<file path="src/rtl/irq_agg_pkg.sv">
package irq_agg_pkg;
  localparam int unsigned NumFan  = 2;
  localparam int unsigned NumGpio = 4;
  localparam int unsigned NumTemp = 3;
  localparam int unsigned NumAin  = 2;

  // latch vector layout
  localparam int unsigned HpBase   = 0;
  localparam int unsigned TachBase = HpBase + NumFan;
  localparam int unsigned THiBase  = TachBase + NumFan;
  localparam int unsigned TLoBase  = THiBase + NumTemp;
  localparam int unsigned AHiBase  = TLoBase + NumTemp;
  localparam int unsigned ALoBase  = AHiBase + NumAin;
  localparam int unsigned LatchW   = ALoBase + NumAin;

  typedef struct packed {
    logic [LatchW-1:0] setVec;
    logic [LatchW-1:0] clrVec;
    logic              levelHit;
    logic              polHigh;
  } strobes_t;

  // returns {lowCrossingQualified, highQualified}
  function automatic logic [1:0] limitQualify(input logic hiEn, input logic loEn,
                                              input logic loRising, input logic hiEvt,
                                              input logic upEvt, input logic dnEvt);
    logic lo;
    lo = loEn & (loRising ? upEvt : dnEvt);
    return {lo, hiEn & hiEvt};
  endfunction
endpackage

</file>
<file path="src/rtl/irq_agg_ctrl.sv">
module irq_agg_ctrl
  import irq_agg_pkg::*;
(
  input  logic               rstN,
  input  logic               clk,
  input  logic               cfgForce,
  input  logic               cfgPolHigh,
  input  logic [NumFan-1:0]  hotPlugEvt,
  input  logic [NumGpio-1:0] gpioPin,
  input  logic [NumGpio-1:0] gpioIsInput,
  input  logic [NumGpio-1:0] gpioAssertHigh,
  input  logic [NumGpio-1:0] gpioIrqEn,
  input  logic [NumFan-1:0]  fanIrqEn,
  input  logic [NumFan-1:0]  tachOverEvt,
  input  logic [NumFan-1:0]  fanFaultN,
  input  logic [NumTemp-1:0] tempHiEn,
  input  logic [NumTemp-1:0] tempLoEn,
  input  logic [NumTemp-1:0] tempLoRising,
  input  logic [NumTemp-1:0] tempHiEvt,
  input  logic [NumTemp-1:0] tempLoUpEvt,
  input  logic [NumTemp-1:0] tempLoDnEvt,
  input  logic [NumAin-1:0]  ainHiEn,
  input  logic [NumAin-1:0]  ainLoEn,
  input  logic [NumAin-1:0]  ainLoRising,
  input  logic [NumAin-1:0]  ainHiEvt,
  input  logic [NumAin-1:0]  ainLoUpEvt,
  input  logic [NumAin-1:0]  ainLoDnEvt,
  input  logic               clrReq,
  input  logic [LatchW-1:0]  clrMask,
  output strobes_t           str
);
  logic [LatchW-1:0]  setVec;
  logic [NumGpio-1:0] gpioHit;
  logic [NumFan-1:0]  fanPinHit;

  for (genvar g = 0; g < NumGpio; g++) begin : gGpio
    assign gpioHit[g] = gpioIsInput[g] & gpioIrqEn[g] & (gpioPin[g] == gpioAssertHigh[g]);
  end

  for (genvar f = 0; f < NumFan; f++) begin : gFan
    assign setVec[HpBase+f]   = hotPlugEvt[f];
    assign setVec[TachBase+f] = fanIrqEn[f] & tachOverEvt[f];
    assign fanPinHit[f]       = fanIrqEn[f] & ~fanFaultN[f];
  end

  for (genvar t = 0; t < NumTemp; t++) begin : gTemp
    logic [1:0] q;
    assign q = limitQualify(tempHiEn[t], tempLoEn[t], tempLoRising[t],
                            tempHiEvt[t], tempLoUpEvt[t], tempLoDnEvt[t]);
    assign setVec[THiBase+t] = q[0];
    assign setVec[TLoBase+t] = q[1];

    // a disabled high event never reaches the latch strobes
    a_r10_temp_hi_gated: assert property (@(posedge clk) disable iff (!rstN)
      (!tempHiEn[t]) |-> !str.setVec[THiBase+t]);
    // wrong-direction crossing never reaches the latch strobes
    a_r8_temp_dir: assert property (@(posedge clk) disable iff (!rstN)
      (tempLoRising[t] && !tempLoUpEvt[t]) |-> !str.setVec[TLoBase+t]);
  end

  for (genvar a = 0; a < NumAin; a++) begin : gAin
    logic [1:0] q;
    assign q = limitQualify(ainHiEn[a], ainLoEn[a], ainLoRising[a],
                            ainHiEvt[a], ainLoUpEvt[a], ainLoDnEvt[a]);
    assign setVec[AHiBase+a] = q[0];
    assign setVec[ALoBase+a] = q[1];
  end

  always_comb begin
    str.setVec   = setVec;
    str.clrVec   = clrReq ? clrMask : '0;
    str.levelHit = cfgForce | (|gpioHit) | (|fanPinHit);
    str.polHigh  = cfgPolHigh;
  end

  // a pin not configured as input never contributes a level
  a_r5_gpio_needs_input: assert property (@(posedge clk) disable iff (!rstN)
    (gpioIsInput == '0 && !cfgForce && (fanIrqEn & ~fanFaultN) == '0) |-> !str.levelHit);
endmodule

</file>
<file path="src/rtl/irq_agg_dp.sv">
module irq_agg_dp
  import irq_agg_pkg::*;
(
  input  logic              clk,
  input  logic              rstN,
  input  strobes_t          str,
  output logic [LatchW-1:0] latchedEvt,
  output logic              intOe
);
  logic [LatchW-1:0] stickyQ;
  logic [LatchW-1:0] stickyNext;
  logic              active;
  logic              oeQ;
  logic              pastOk;

  always_comb begin
    stickyNext = (stickyQ & ~str.clrVec) | str.setVec;
    active     = (|stickyNext) | str.levelHit;
  end

  always_ff @(posedge clk or negedge rstN) begin
    if (!rstN) begin
      stickyQ <= '0;
      oeQ     <= 1'b0;
      pastOk  <= 1'b0;
    end else begin
      stickyQ <= stickyNext;
      oeQ     <= active ^ str.polHigh;
      pastOk  <= 1'b1;
    end
  end

  assign latchedEvt = stickyQ;
  assign intOe      = oeQ;

  // a latched bit survives unless the host clears it
  a_r4_sticky_holds: assert property (@(posedge clk) disable iff (!rstN || !pastOk)
    1'b1 |=> ((($past(stickyQ) & ~$past(str.clrVec)) & ~stickyQ) == '0));
  // a set strobe wins over a simultaneous clear
  a_r11_set_wins: assert property (@(posedge clk) disable iff (!rstN || !pastOk)
    1'b1 |=> (($past(str.setVec) & ~stickyQ) == '0));
  // no latch bit appears without a qualified set strobe
  a_r10_no_spurious_set: assert property (@(posedge clk) disable iff (!rstN || !pastOk)
    1'b1 |=> ((stickyQ & ~$past(stickyQ) & ~$past(str.setVec)) == '0));
  // any latch held means the line shows the active level
  a_r2_latched_active: assert property (@(posedge clk) disable iff (!rstN)
    (|stickyNext) |=> (intOe == !$past(str.polHigh)));
endmodule

</file>
<file path="src/rtl/irq_agg_top.sv">
module irq_agg_top
  import irq_agg_pkg::*;
(
  input  logic               clk,
  input  logic               rstN,
  input  logic               cfgForce,
  input  logic               cfgPolHigh,
  input  logic [NumFan-1:0]  hotPlugEvt,
  input  logic [NumGpio-1:0] gpioPin,
  input  logic [NumGpio-1:0] gpioIsInput,
  input  logic [NumGpio-1:0] gpioAssertHigh,
  input  logic [NumGpio-1:0] gpioIrqEn,
  input  logic [NumFan-1:0]  fanIrqEn,
  input  logic [NumFan-1:0]  tachOverEvt,
  input  logic [NumFan-1:0]  fanFaultN,
  input  logic [NumTemp-1:0] tempHiEn,
  input  logic [NumTemp-1:0] tempLoEn,
  input  logic [NumTemp-1:0] tempLoRising,
  input  logic [NumTemp-1:0] tempHiEvt,
  input  logic [NumTemp-1:0] tempLoUpEvt,
  input  logic [NumTemp-1:0] tempLoDnEvt,
  input  logic [NumAin-1:0]  ainHiEn,
  input  logic [NumAin-1:0]  ainLoEn,
  input  logic [NumAin-1:0]  ainLoRising,
  input  logic [NumAin-1:0]  ainHiEvt,
  input  logic [NumAin-1:0]  ainLoUpEvt,
  input  logic [NumAin-1:0]  ainLoDnEvt,
  input  logic               clrReq,
  input  logic [LatchW-1:0]  clrMask,
  output logic [LatchW-1:0]  latchedEvt,
  output logic               intOe
);
  strobes_t str;

  irq_agg_ctrl i_ctrl (
    .rstN(rstN), .clk(clk),
    .cfgForce(cfgForce), .cfgPolHigh(cfgPolHigh),
    .hotPlugEvt(hotPlugEvt),
    .gpioPin(gpioPin), .gpioIsInput(gpioIsInput),
    .gpioAssertHigh(gpioAssertHigh), .gpioIrqEn(gpioIrqEn),
    .fanIrqEn(fanIrqEn), .tachOverEvt(tachOverEvt), .fanFaultN(fanFaultN),
    .tempHiEn(tempHiEn), .tempLoEn(tempLoEn), .tempLoRising(tempLoRising),
    .tempHiEvt(tempHiEvt), .tempLoUpEvt(tempLoUpEvt), .tempLoDnEvt(tempLoDnEvt),
    .ainHiEn(ainHiEn), .ainLoEn(ainLoEn), .ainLoRising(ainLoRising),
    .ainHiEvt(ainHiEvt), .ainLoUpEvt(ainLoUpEvt), .ainLoDnEvt(ainLoDnEvt),
    .clrReq(clrReq), .clrMask(clrMask),
    .str(str)
  );

  irq_agg_dp i_dp (
    .clk(clk), .rstN(rstN), .str(str),
    .latchedEvt(latchedEvt), .intOe(intOe)
  );
endmodule

</file>
<file path="config.mk">
export PLATFORM = sky130hd
export DESIGN_NAME = irq_agg_top
export DESIGN_NICKNAME = d
export VERILOG_FILES = /design/src/rtl/irq_agg_pkg.sv /design/src/rtl/irq_agg_ctrl.sv /design/src/rtl/irq_agg_dp.sv /design/src/rtl/irq_agg_top.sv
export SDC_FILE = /design/constraint.sdc
export NUM_CORES = 1
export LEC_CHECK = 0
export BUFFER_PORTS_ARGS = -buffer_cell sky130_fd_sc_hd__buf_2
export CAP_MARGIN = 20
export CELL_PAD_IN_SITES_DETAIL_PLACEMENT = 0
export CELL_PAD_IN_SITES_GLOBAL_PLACEMENT = 1
export CORE_MARGIN = 4
export CORE_UTILIZATION = 20
export CTS_BUF_LIST = sky130_fd_sc_hd__clkbuf_16
export CTS_CLUSTER_SIZE = 8
export DETAILED_ROUTE_END_ITERATION = 10
export PLACE_DENSITY = 0.8
export REMOVE_ABC_BUFFERS = 1
export SYNTH_ARGS = -nofsm -noshare
export SYNTH_HDL_FRONTEND = slang
export SYNTH_SLANG_ARGS = --single-unit
</file>
<file path="constraint.sdc">
create_clock -name clk -period 1.5 [get_ports clk]
set_input_delay 0.15 -clock clk [delete_from_list [all_inputs] [get_ports clk]]
set_output_delay 0.15 -clock clk [all_outputs]
set_load 0.02 [all_outputs]
</file>
==> results of run 1 <==
==> power groups by stage <==
stage / clock network [mW] / registers [mW] / logic [mW]
final: 0.507 / 0.473 / 0.358
after global routing: 0.548 / 0.479 / 0.390
after CTS: 0.531 / 0.473 / 0.365
after detailed placement: 0 / 0.478 / 0.353
after global placement: 0 / 0.478 / 0.349
after floorplan: 0 / 0.536 / 0.0940
==> worst max path at each step <==
| stage | startpoint | endpoint | slack [ns] | cells past startpoint |
|---|---|---|---|---|
| 2_1_floorplan | i_dp.latchedEvt[11] | i_dp.intOe | -0.22 | 4 |
| 3_3_place_gp | tempLoRising[0] | i_dp.intOe | -0.27 | 6 |
| 3_5_place_dp | tempLoRising[0] | i_dp.intOe | -0.30 | 6 |
| 4_1_cts | i_dp.latchedEvt[5] | i_dp.intOe | -0.11 | 4 |
| 5_1_grt | i_dp.latchedEvt[10] | i_dp.intOe | -0.18 | 4 |
| 6_report | i_dp.latchedEvt[5] | i_dp.intOe | -0.1 | 4 |
==> layout make-up <==
class | count | share of cell area [%]
well taps | 48 | 4.09
multi-input cells | 51 | 28.1
inverters | 2 | 0.512
flip-flops and latches | 15 | 25.6
clock inverters | 1 | 0.256
repair buffers | 98 | 36.3
clock buffers | 3 | 5.12
==> timing repair <==
| item | in CTS | in global routing |
|---|---|---|
| cloned | 0 | 0 |
| buffers inserted | 1 | 0 |
| endpoints found under the setup margin | 1 | 1 |
| endpoints found under the hold margin | 15 | 0 |
| resized for setup | 3 | 0 |
| pin swaps | 6 | 0 |
| hold buffers | 1 | 0 |
==> critical path, stage by stage (launching register included) <==
cell and delay, ns:
dfrtp_1 0.37, a22o_1 0.19, or4_4 0.55, nor4b_4 0.27
xnor2_1 0.09
==> kinds of logic (layout without fill, tap and decap cells) <==
| family | Yosys count | after routing | synth area share [%] |
|---|---|---|---|
| AOI/OAI and AO/OA | 19 | 19 | 20.7 |
| xor gates and xnor gates | 5 | 5 | 5.52 |
| buffers and inverters | 3 | 104 | 1.89 |
| DFF | 15 | 15 | 47.3 |
| muxes | 5 | 5 | 7.57 |
| and+or+nand+nor | 22 | 22 | 17.0 |
==> flip-flops by register name, summed over array words and instances, names as in the netlist <==
register         count
i_dp.intOe           1
i_dp.latchedEvt     14
==> metrics by stage <==
step / hold WS, ns / instance area, um2 / instances
final: 0.0829 / 1470 / 218
after global routing: 0.0875 / 1470 / 218
after CTS: 0.0819 / 1470 / 218
after detailed placement: 0.0843 / 1360 / 212
after global placement: 0.0835 / 1360 / 212
after floorplan: -0.146 / 786 / 68
==> routing by layer <==
metal,up-vias,track usage (%),wire (um)
li1,466,-,-
met1,430,12.0,1070
met2,48,16.5,1270
met3,0,3.13,266
met4,0,1.88,0
met5,-,0,0
==> synth_stat cells (2+ instances only) <==
library cell / instances
a222oi_1: 2
a22o_1: 12
and2_0: 3
dfrtp_1: 15
inv_1: 2
mux2_1: 4
nand2_1: 13
xnor2_1: 5
==> results list, run 1 <==
- The run finished, with violations left.
- The checks that failed: negative setup slack.
- Most frequent cells in the layout: buf_2, dfrtp_1, nand2_1
- Count of cell types in the netlist: 21
- In the routed design, unresolved DRC markers number 0.
- For this run, asynchronously set or reset flops after synthesis account for 100%.
- Number of DRC markers in iteration 0: 23
- Clock tree root buffer cell: clkbuf_16
- Global routing consumed, over all layers together, 9.67% of the routing resources.
- Period Utilization, post-route: 106%
- At the later pin of the worst-skew pair, clock insertion delay measures 0.24 ns.
* Hpwl dp: 2280 um
* Peak supply drop: 356 uV
* Bufs on Longest Clock Path: 2
* Routed Antenna Nets: 0
- Filler cell count in the final layout: 405
- Using the TritonRoute via totals, the vias-per-cell ratio works out to 4.33.
* Data required, critical path: 1.62 ns
* Htree depth: 1
* Number of global-route vias before repair: 969
- CTS tree: done
- Critical Setup Path Class: flop to flop
- R2r endpoint: i_dp.intOe
* Clk sink count: 15
- Sequential fraction of design power: 35.4%
- Max-slew violations: 0
* Reg-to-reg setup timing slack: -0.1 ns
- Clock skew on the completed layout was measured at 0.00241 ns.
- Counting flops with a built-in enable in the synthesized netlist gives 0.
- After clock tree synthesis, the clock-pin slew on the worst setup and hold paths is 0.05 ns.
* Cell-internal power: 0.991 mW
- Portion of the post-synthesis area used by sequential elements: 47.3%
- Post-synthesis area per instance: 11.5 um2
- DP Worst Slack: -0.300 ns
* Worst Hold End: i_dp.intOe
- The final layout contains 244 nets.
- Crit path time final: 1.60 ns
- Detailed Route WL: 2600 um
* Number of hold violations in the final report: 0
- RD Place Congestion: 0.686
- The worst hold path was traced through 2 stages.
* Clock buffer count from CTS: 3
- In this run switching power makes up 25.9% of total power.
* Wire length of the first global-routing pass: 3970 um
- Highest net fanout along the worst path: 2
- STA classifies the critical path endpoint as a flop.
- For the pin with the worst max-slew slack, the measured transition is 0.347 ns.
* Net switching power: 0.347 mW
- Ranked by total cell area, the synthesized netlist is headed by dfrtp_1, a22o_1, nand2_1, mux2_1, xnor2_1.
* RSZ-0062 raised after global routing: yes
* Hold path start: cfgPolHigh
- Relative to the synthesized area, the layout overhead comes to 85.0%.
* Worst hold path class: primary input to flop
- The largest total area in the synthesized netlist belongs to dfrtp_1.
- Primary flip-flop cell chosen by synthesis mapping: dfrtp_1
* Sum of negative setup slack: -0.0951 ns
* Leftover overflow at the end of global routing: 0
- Total of endpoints with negative setup slack in the final report: 1
- Initial DRT Pass Iterations: 4
- Worst r2r src: i_dp.latchedEvt[5]
- Effective utilization at floorplan: 21.2%
* Static leakage: 0.792 nW
- Max Clk Rate: 0.627 GHz
- Of the post-synthesis cell area, the dominant cell type holds 47.3%.
* Share of final-layout standard cells stronger than drive strength 1: 62.4%
* Synthesized area: 793 um2
* Number of buffer cells added on primary ports: 87
* Width of the die: 71.0 um
* Diode count: 0
* Part of the total power dissipated in the clock network: 37.9%
- Sequential cell area: 375 um2
* CORE AREA: 0.00374 mm2
* Most common cell after layout, fill and taps aside: buf_2
- Total Die Area: 0.00504 mm2
- Data on the critical path arrives at its endpoint at 1.72 ns.
- Power per Cell Area: 911 mW/mm2
- The worst setup path is launched from a flop.
- Wire length per cell after detailed routing: 11.9 um
* Setup slack after layout: -0.0951 ns
- In this run, synthesis produced a sequential element count of 15.
* Final standard cell utilization of the core: 39.2%
- Headroom to the max-slew limit came out at 76.9%.
- The cell count after synthesis came out at 69.
* Std cell rows: 22
* Largest net degree at the start of global routing: 16
- Counting cells, the worst reg-to-reg path comes to 4.
- Total vias in the final route: 944
* Total I/O pin count: 88
* Die Y: 71.0 um
* Combinational share of power: 26.7%
* Number of maximum-capacitance violations: 0
- Number of antenna violations at the first check in global routing: 0
* Number of warnings issued by yosys: 0
* Overall Power: 1.34 mW
- Summing all multi-input logic gate instances after layout gives 413 um2.
No activity file was read; power rests on OpenSTA's default activity.
==> run 2, diff against run 1 <==
Settings changed: CORE_UTILIZATION 20 to 24, PLACE_DENSITY 0.8 to 0.89.
Clock period 1.5 ns to 2 ns, I/O delays scaled along.
==> results list, run 2 (synthesized netlist as in run 1, its figures left out) <==
- Effective utilization at floorplan: 25.6%
* Htree depth: 1
- Number of flip-flops under the largest register name: 14
- Total of endpoints with negative setup slack in the final report: 0
- Headroom to the max-slew limit came out at 64.1%.
- Leaving out fill and tap cells, the most frequent cells in the layout are buf_2, dfrtp_1, nand2_1.
* Critical Setup Path Class: flop to flop
- Number of antenna violations at the first check in global routing: 0
- For the worst setup path, the data arrival time is 1.88 ns.
- CTS tree: done
- Worst hold path class: primary input to flop
- Largest net degree at the start of global routing: 16
- Number of hold violations in the final report: 0
- The initialized floorplan defines 20 standard-cell rows.
- Total routing resource utilization after global routing: 12.1%
- Of all nets on the critical path, the largest fanout is 2.
- Total I/O pin count: 88
- Count of buffers added by post-CTS timing repair for setup: 0
* Later-pin clock latency in the skew report: 0.24 ns
* Bufs on Longest Clock Path: 2
* Fin area: 0.00137 mm2
* RD Place Congestion: 0.708
- Walking the worst path, the cells encountered are a21boi_1 > a2111oi_0 > nand4_2 > nor4b_4 > xnor2_1.
- The final layout contains 234 nets.
- Clock buffer count from CTS: 3
- The largest individual stage delay along the critical path comes from the cell a2111oi_0.
- Clock tree skew after final layout: 0.000708 ns
- Setup repair after global routing left no endpoint under its margin.
* Total Die Area: 0.00429 mm2
- Number of remaining DRC errors: 0
* Initial DRT Pass Iterations: 4
* Die Y: 65.5 um
* Clk sink count: 15
- After floorplanning, the core was sized to cover 0.00310 mm2.
- The first global-routing pass estimated 4020 um of wire.
- Power per Cell Area: 720 mW/mm2
- The number of global-route vias before repair is 964.
- Adding up every negative setup slack in the final design gives 0 ns.
- VDD sags by at most 456 uV.
* Max Clk Rate: 0.582 GHz
- Run status: finished, final reports clean
- Share of final-layout standard cells stronger than drive strength 1: 59.4%
- Detailed Route WL: 2610 um
- The repair_antennas step left the layout with diodes totalling 0.
- Relative to the synthesized area, the layout overhead comes to 72.2%.
- After clock tree synthesis, the clock-pin slew on the worst setup and hold paths is 0.05 ns.
- Summing all placed instances gives a cell area of 0.00128 mm2.
* Worst-margin pin slew: 0.526 ns
- Most common cell after layout, fill and taps aside: buf_2
- Routed Antenna Nets: 0
- The tool flagged a number of max-cap violations equal to 0.
* Crit path time final: 1.72 ns
* Static leakage: 0.736 nW
* Leftover overflow at the end of global routing: 0
* Width of the die: 65.5 um
- Wire length per cell after detailed routing: 12.8 um
* Period Utilization, post-route: 86.0%
- Data on the critical path is required at its endpoint by 2.16 ns.
* Kind of end point of the critical path: flop
- For this block, the initial DRC count from the detailed router was 32.
* Number of buffer cells added on primary ports: 87
- In the routed layout, each cell is associated on average with a via count of 4.41.
- Total vias in the final route: 899
* Worst path max stage delay: 0.53 ns
- STA classifies the critical path startpoint as a flop.
- The number of pins exceeding their max-slew limit in the final report was 0.
- Clock tree root buffer cell: clkbuf_16
## run 2: cell types whose count changed in the layout (fill, tap and decap cells not counted), sizes merged
cell    change
buf        -10
inv         -1
clkinv      +1
## run 2: through the flow
step	hold slack, ns	power [mW]	cells	setup slack, ns	util (%)
global placement	0.127	0.596	199	0.175	41.1
CTS	0.150	1.00	204	0.240	44.0
finish	0.153	0.984	204	0.281	44.0
detailed placement	0.130	0.603	199	0.0825	41.1
global route	0.160	1.04	204	0.0961	44.0
floorplan	-0.0956	0.472	68	0.281	-
## run 2: worst max-delay path, delay by kind of cell, from the launching register on
| family | cells | cell delay (ns) |
|---|---|---|
| DFF | 1 | 0.37 |
| AOI/OAI and AO/OA | 2 | 0.67 |
| and+or+nand+nor | 2 | 0.45 |
| xor gates and xnor gates | 1 | 0.15 |
## run 2: power by group
part / leakage (nW) / internal [mW] / switching [mW]
sequential: 0.168 / 0.337 / 0.0175
combinational: 0.528 / 0.121 / 0.122
clock: 0.0409 / 0.267 / 0.120
total: 0.736 / 0.725 / 0.259
## run 2: final timing paths
kind                                    start             endpoint  slack [ns]  cells after the start
setup reg to reg           i_dp.latchedEvt[0]           i_dp.intOe        0.28                      5
hold / removal                     cfgPolHigh           i_dp.intOe        0.15                      2
setup / recovery           i_dp.latchedEvt[0]           i_dp.intOe        0.28                      5
min in group asynchronous                rstN  i_dp.latchedEvt[13]        0.40                      2
hold reg to reg            i_dp.latchedEvt[1]   i_dp.latchedEvt[1]        0.50                      1
max in group asynchronous                rstN   i_dp.latchedEvt[4]        1.34                      2
## run 2: timing repair
| item | in CTS | in global routing |
|---|---|---|
| hold endpoints to repair | 15 | 0 |
| hold buffers | 1 | 0 |
| resized for setup | 0 | 0 |
## run 2: cell type report
cell class | count | area (um2)
fillers | 317 | 1740
repair buffers | 88 | 445
multi-input cells | 51 | 403
flip-flops and latches | 15 | 375
clock buffers | 3 | 75.1
well taps | 44 | 55.1
inverters | 2 | 7.51
clock inverters | 1 | 5.00
## run 2: layer usage
metal,share of wire [%],up-vias,track usage [%]
li1,-,446,-
met1,38,402,13.2
met2,49,51,21.4
met3,13,0,5.30
met4,0,0,3.11
met5,0,-,0
